===== config.mk =====
export PLATFORM = sky130hd
export DESIGN_NAME = systime_counter
export DESIGN_NICKNAME = d
export VERILOG_FILES = /design/src/rtl/systime_pkg.sv /design/src/rtl/tick_gen.sv /design/src/rtl/time_accum.sv /design/src/rtl/reg_readback.sv /design/src/rtl/systime_counter.sv
export SDC_FILE = /design/constraint.sdc
export NUM_CORES = 1
export LEC_CHECK = 0
export BUFFER_PORTS_ARGS = -buffer_cell sky130_fd_sc_hd__buf_4
export CAP_MARGIN = 20
export CORE_MARGIN = 2
export CORE_UTILIZATION = 32
export CTS_CLUSTER_SIZE = 30
export DETAILED_ROUTE_END_ITERATION = 12
export GPL_TIMING_DRIVEN = 0
export PLACE_DENSITY = 0.48
export SYNTH_ARGS = -nofsm -noshare
export SYNTH_HDL_FRONTEND = slang
export SYNTH_SLANG_ARGS = --single-unit

===== constraint.sdc =====
create_clock -name clk -period 4.4 [get_ports clk]
set_clock_uncertainty 0.1 [all_clocks]
set_input_delay 0.22 -clock clk [delete_from_list [all_inputs] [get_ports clk]]
set_output_delay 0.22 -clock clk [all_outputs]
set_load 0.05 [all_outputs]

===== src/rtl/systime_pkg.sv =====
package systime_pkg;

    localparam int unsigned WORD_W = 32;
    localparam int unsigned PER_W  = 8;
    localparam int unsigned INC_W  = WORD_W - PER_W;

    typedef enum logic [1:0] {
        SEL_TIME_LO  = 2'd0,
        SEL_TIME_HI  = 2'd1,
        SEL_STEP_CFG = 2'd2,
        SEL_SPARE    = 2'd3
    } reg_sel_e;

    typedef struct packed {
        logic [PER_W-1:0] period;
        logic [INC_W-1:0] incr;
    } step_cfg_t;

    function automatic step_cfg_t to_cfg(input logic [WORD_W-1:0] w);
        return step_cfg_t'(w);
    endfunction

    function automatic logic [WORD_W-1:0] from_cfg(input step_cfg_t c);
        return WORD_W'(c);
    endfunction

endpackage


===== src/rtl/tick_gen.sv =====
module tick_gen
    import systime_pkg::*;
(
    input  logic             clk,
    input  logic             rst,
    input  step_cfg_t        pend_cfg,
    input  logic             restart,
    output logic             step,
    output step_cfg_t        act_cfg,
    output logic [PER_W-1:0] div_q
);
    logic stopped;
    logic boundary;

    assign stopped  = (act_cfg.period == '0);
    assign boundary = !stopped && (div_q == act_cfg.period - 1'b1);
    assign step     = boundary;

    always_ff @(posedge clk) begin
        if (rst) begin
            act_cfg <= '0;
            div_q   <= '0;
        end else if (stopped || boundary) begin
            act_cfg <= pend_cfg;
            div_q   <= '0;
        end else if (restart) begin
            div_q   <= '0;
        end else begin
            div_q   <= div_q + 1'b1;
        end
    end
endmodule


===== src/rtl/time_accum.sv =====
module time_accum
    import systime_pkg::*;
#(
    parameter int unsigned HALF_W = WORD_W
) (
    input  logic                clk,
    input  logic                rst,
    input  logic                wr_lo,
    input  logic                wr_hi,
    input  logic [HALF_W-1:0]   wdata,
    input  logic                step,
    input  logic [INC_W-1:0]    incr,
    output logic [2*HALF_W-1:0] time_q,
    output logic [HALF_W-1:0]   lo_hold
);
    localparam int unsigned CNT_W = 2 * HALF_W;

    logic [CNT_W-1:0] incr_ext;
    assign incr_ext = {{(CNT_W-INC_W){1'b0}}, incr};

    always_ff @(posedge clk) begin
        if (rst) begin
            time_q  <= '0;
            lo_hold <= '0;
        end else begin
            if (wr_lo)
                lo_hold <= wdata;
            if (wr_hi)
                time_q <= {wdata, lo_hold};
            else if (step)
                time_q <= time_q + incr_ext;
        end
    end
endmodule


===== src/rtl/reg_readback.sv =====
module reg_readback
    import systime_pkg::*;
#(
    parameter int unsigned HALF_W = WORD_W
) (
    input  logic                clk,
    input  logic                rst,
    input  logic                rd_en,
    input  reg_sel_e            rd_sel,
    input  logic [2*HALF_W-1:0] time_q,
    input  logic [HALF_W-1:0]   cfg_word,
    output logic [HALF_W-1:0]   rdata,
    output logic [HALF_W-1:0]   shadow
);
    always_ff @(posedge clk) begin
        if (rst) begin
            rdata  <= '0;
            shadow <= '0;
        end else if (rd_en) begin
            unique case (rd_sel)
                SEL_TIME_LO: begin
                    rdata  <= time_q[HALF_W-1:0];
                    shadow <= time_q[2*HALF_W-1:HALF_W];
                end
                SEL_TIME_HI:  rdata <= shadow;
                SEL_STEP_CFG: rdata <= cfg_word;
                default:      rdata <= '0;
            endcase
        end
    end
endmodule


===== src/rtl/systime_counter.sv =====
module systime_counter
    import systime_pkg::*;
#(
    parameter int unsigned HALF_W = WORD_W,
    localparam int unsigned CNT_W = 2 * HALF_W
) (
    input  logic              clk,
    input  logic              rst,
    input  logic              bus_en,
    input  logic              bus_we,
    input  logic [1:0]        bus_addr,
    input  logic [HALF_W-1:0] bus_wdata,
    output logic [HALF_W-1:0] bus_rdata,
    output logic [CNT_W-1:0]  time_now
);
    reg_sel_e         sel;
    logic             wr_lo, wr_hi, wr_cfg, rd_any;
    step_cfg_t        cfg_q;
    step_cfg_t        act_cfg;
    logic             tick_step;
    logic [PER_W-1:0] div_cnt;
    logic [HALF_W-1:0] lo_hold;
    logic [HALF_W-1:0] shadow_hi;

    assign sel    = reg_sel_e'(bus_addr);
    assign wr_lo  = bus_en && bus_we && (sel == SEL_TIME_LO);
    assign wr_hi  = bus_en && bus_we && (sel == SEL_TIME_HI);
    assign wr_cfg = bus_en && bus_we && (sel == SEL_STEP_CFG);
    assign rd_any = bus_en && !bus_we;

    always_ff @(posedge clk) begin
        if (rst)
            cfg_q <= '0;
        else if (wr_cfg)
            cfg_q <= to_cfg(bus_wdata);
    end

    tick_gen u_tick (
        .clk      (clk),
        .rst      (rst),
        .pend_cfg (cfg_q),
        .restart  (wr_hi),
        .step     (tick_step),
        .act_cfg  (act_cfg),
        .div_q    (div_cnt)
    );

    time_accum #(.HALF_W(HALF_W)) u_accum (
        .clk     (clk),
        .rst     (rst),
        .wr_lo   (wr_lo),
        .wr_hi   (wr_hi),
        .wdata   (bus_wdata),
        .step    (tick_step),
        .incr    (act_cfg.incr),
        .time_q  (time_now),
        .lo_hold (lo_hold)
    );

    reg_readback #(.HALF_W(HALF_W)) u_rd (
        .clk      (clk),
        .rst      (rst),
        .rd_en    (rd_any),
        .rd_sel   (sel),
        .time_q   (time_now),
        .cfg_word (from_cfg(cfg_q)),
        .rdata    (bus_rdata),
        .shadow   (shadow_hi)
    );
endmodule


==> flow_metrics.env <==
export IMPL_status="finished, final reports clean"
export IMPL_cts_max_level=1
export IMPL_layout_drive_gt1_share_pct=12.4
export IMPL_cp_cell_sequence="ha_1 -> fa_1 -> a211oi_1 -> o21ai_0 -> nand3_1 -> a31oi_1 -> o21ai_0 -> nor4_1 -> xnor2_1 -> a211oi_1"
export IMPL_routed_wl_mm=47.1
export IMPL_antenna_found_initial=0
export IMPL_routedWlPerCell_um=21.9
export IMPL_areaGrowthSynthToFinish_pct=24.7
export IMPL_r2r_cells=10
export IMPL_synth_distinct_cells=60
export IMPL_synth_area_leader_cell="dfxtp_1"
export IMPL_hold_path_end="u_accum.lo_hold[0]"
export IMPL_fmax_mhz=241
export IMPL_ios=134
export IMPL_max_stage_delay_ns=0.64
export IMPL_grt_pass1_vias=11200
export IMPL_die_height_um=193
export IMPL_clk_pin_slew_ns=0.06
export IMPL_post_route_period_util_pct=94.2
export IMPL_synth_edf_count=0
export IMPL_maxCapViolCount=0
export IMPL_grt_max_degree=14
export IMPL_irDropWorstVdd_uv=275
export IMPL_p_leak_nw=5.08
export IMPL_cts_buffers=27
export IMPL_yosysSeqAreaShare_pct=40.5
export IMPL_die_area_mm2=0.0374
export IMPL_synth_top_area_share_pct=40.5
export IMPL_finalNetCount=1736
export IMPL_cts_tree="built"
export IMPL_avgSynthCellArea_um2=7.76
export IMPL_fin_ws_ns=0.256
export IMPL_viasPerCell=5.33
export IMPL_hp_start="bus_we"
export IMPL_crit_required_ns=4.76
export IMPL_synth_most_common_cell="nand2_1"
export IMPL_grt_remaining_overflow=0
export IMPL_start_util_pct=32.3
export IMPL_clkSinkCount=232
export IMPL_grt_setup_unrepaired="false"
export IMPL_setup_viol=0
export IMPL_place_gp_congestion=0.887
export IMPL_critPathKind="reg -> reg"
export IMPL_synth_nets=1544
export IMPL_drc=0
export IMPL_grtUsageTotal_pct=24.4
export IMPL_drtPass1Iterations=5
export IMPL_fp_dieW_um=193
export IMPL_synth_area_leaders="dfxtp_1 40%, nand2_1 10%, a21oi_1 8.2%"
export IMPL_ff2ff_setup_slack_ns=0.26
export IMPL_place_area_mm2=0.0131
export IMPL_stdcell_area_mm2=0.0143
export IMPL_clk_latency_ns=0.56
export IMPL_reg2reg_from="u_accum.time_q[0]"
export IMPL_post_route_min_period_ns=4.14
export IMPL_finalMaxSlewViolations=0
export IMPL_cp_start_kind="flip-flop"
export IMPL_place_port_buffers=130
export IMPL_worstHoldPathCells=5
export IMPL_tightest_slew_ns=1.11
export IMPL_place_ws_ns=0.308
export IMPL_critPathArrivalTime_ns=4.51
export IMPL_cp_slowest_cell="o21ai_0"
export IMPL_antenna_cells=0
export IMPL_syn_inst=1479
export IMPL_synth_seq_cells=232
export IMPL_max_slew_margin_rel_pct=25.7
export IMPL_synth_common_cells="315 x nand2_1, 232 x dfxtp_1, 188 x a21oi_1"
export IMPL_endpoint_kind="flip-flop"
export IMPL_grt_first_pass_wirelength_mm=70.3
export IMPL_path_max_fanout=5
export IMPL_place_hpwl_mm=34.6
export IMPL_antenna_left=0
export IMPL_p_per_area_mw_per_mm2=365
export IMPL_clockBufferDepth=3
export IMPL_vias=11500
export IMPL_cts_root_buf="clkbuf_16"
export IMPL_hold_violations=0
export IMPL_hp_class="in -> reg"
export IMPL_postCtsSetupRepairBufs=0
export IMPL_yosysWarningCount=0
export IMPL_async_flop_share_pct=0
export IMPL_syn_area_mm2=0.0115
export IMPL_r2r_end="u_accum.time_q[38]"
export IMPL_synth_ff_type="dfxtp_1"
export IMPL_drt_iter0_drc=864
export IMPL_core_rowCount=69
export IMPL_core_area_mm2=0.0355
==> cell usage in the layout (no fill, tap or decap), types with 19 or more instances in the layout <==
master / Yosys / final
ha_1: 26 / 26
nand3_1: 32 / 32
a211oi_1: 78 / 78
nor2_1: 165 / 165
inv_1: 19 / 19
a21oi_1: 188 / 188
mux2i_1: 38 / 38
clkbuf_1: 99 / 104
nand2_1: 315 / 315
clkbuf_16: 0 / 27
xnor2_1: 50 / 50
o21ai_0: 19 / 19
nor3_1: 35 / 34
dlygate4sd3_1: 0 / 32
dfxtp_1: 232 / 232
buf_4: 1 / 131
==> what timing repair did <==
item / in CTS / in global routing
hold buffers: 32 / 0
resized for setup: 0 / 2
endpoints found under the hold margin: 96 / 0
setup endpoints to repair: 0 / 2
==> report_power, final <==
part | leakage (nW) | switching, mW | internal (mW)
Sequential | 1.88 | 0.0632 | 2.16
Clock | 0.460 | 0.957 | 1.46
Combinational | 2.74 | 0.410 | 0.178
==> area by class of cell <==
class                           instances  area, um^2
Buffer                                107         412
Fill cell                            3708       21200
Tap cell                              461         577
Multi-Input combinational cell       1121        6360
Sequential cell                       232        4640
Clock inverter                         11         164
Timing Repair Buffer                  163        1310
Inverter                               19        71.3
Clock buffer                           39         781
==> critical path, delay by kind of cell, from the launching register on <==
family | cells | cell delay [ns]
AOI/OAI and AO/OA | 5 | 2.17
and+or+nand+nor | 2 | 0.71
adders and majority gates | 2 | 0.51
DFF | 1 | 0.47
xor gates and xnor gates | 1 | 0.11
==> registers in the layout (all words and copies together) (netlist names) <==
register	flops
u_accum.time_q	64
u_tick.div_q	8
u_accum.lo_hold	32
u_rd.rdata	32
cfg_q	32
u_tick.act_cfg	32
u_rd.shadow	32
==> through the flow <==
step	cells	power [mW]	hold WS (ns)	util (%)	TNS (ns)
6_report	2153	5.23	0.100	40.3	0
5_1_grt	2153	5.39	0.136	40.3	0
4_1_cts	2153	5.26	0.0766	40.3	0
3_5_place_dp	2071	2.83	0.346	36.8	0
3_3_place_gp	2070	2.83	0.342	36.7	-0.845
2_1_floorplan	1479	2.59	0.256	-	0
==> logic make-up after synthesis <==
kind of cell | count (synthesis) | synth area share (%)
simple gates | 624 | 23.3
compound gates | 371 | 21.1
flops | 232 | 40.5
buf+inv | 126 | 4.20
xor+xnor | 60 | 4.58
mux | 39 | 3.41
fa+ha+maj | 27 | 3.01
==> layer usage <==
| metal | part of all wire (%) | global-route usage [%] |
|---|---|---|
| met1 | 47 | 34.3 |
| met4 | 2.6 | 7.15 |
| met2 | 45 | 39.1 |
| met3 | 5.8 | 2.84 |
| met5 | 0 | 0 |
==> how the worst max path moves through the flow <==
stage                            start            endpoint  slack, ns  cells past startpoint
floorplan            u_accum.time_q[0]  u_accum.time_q[40]       1.08                     10
global placement     u_accum.time_q[0]  u_accum.time_q[44]      -0.16                     10
detailed placement  u_tick.act_cfg[24]  u_tick.act_cfg[29]       0.31                     13
CTS                 u_tick.act_cfg[24]  u_tick.act_cfg[29]       0.29                     13
global route        u_tick.act_cfg[24]  u_tick.act_cfg[22]       0.04                     14
finish               u_accum.time_q[0]  u_accum.time_q[38]       0.26                     10
(Power assumes the default switching activity.)
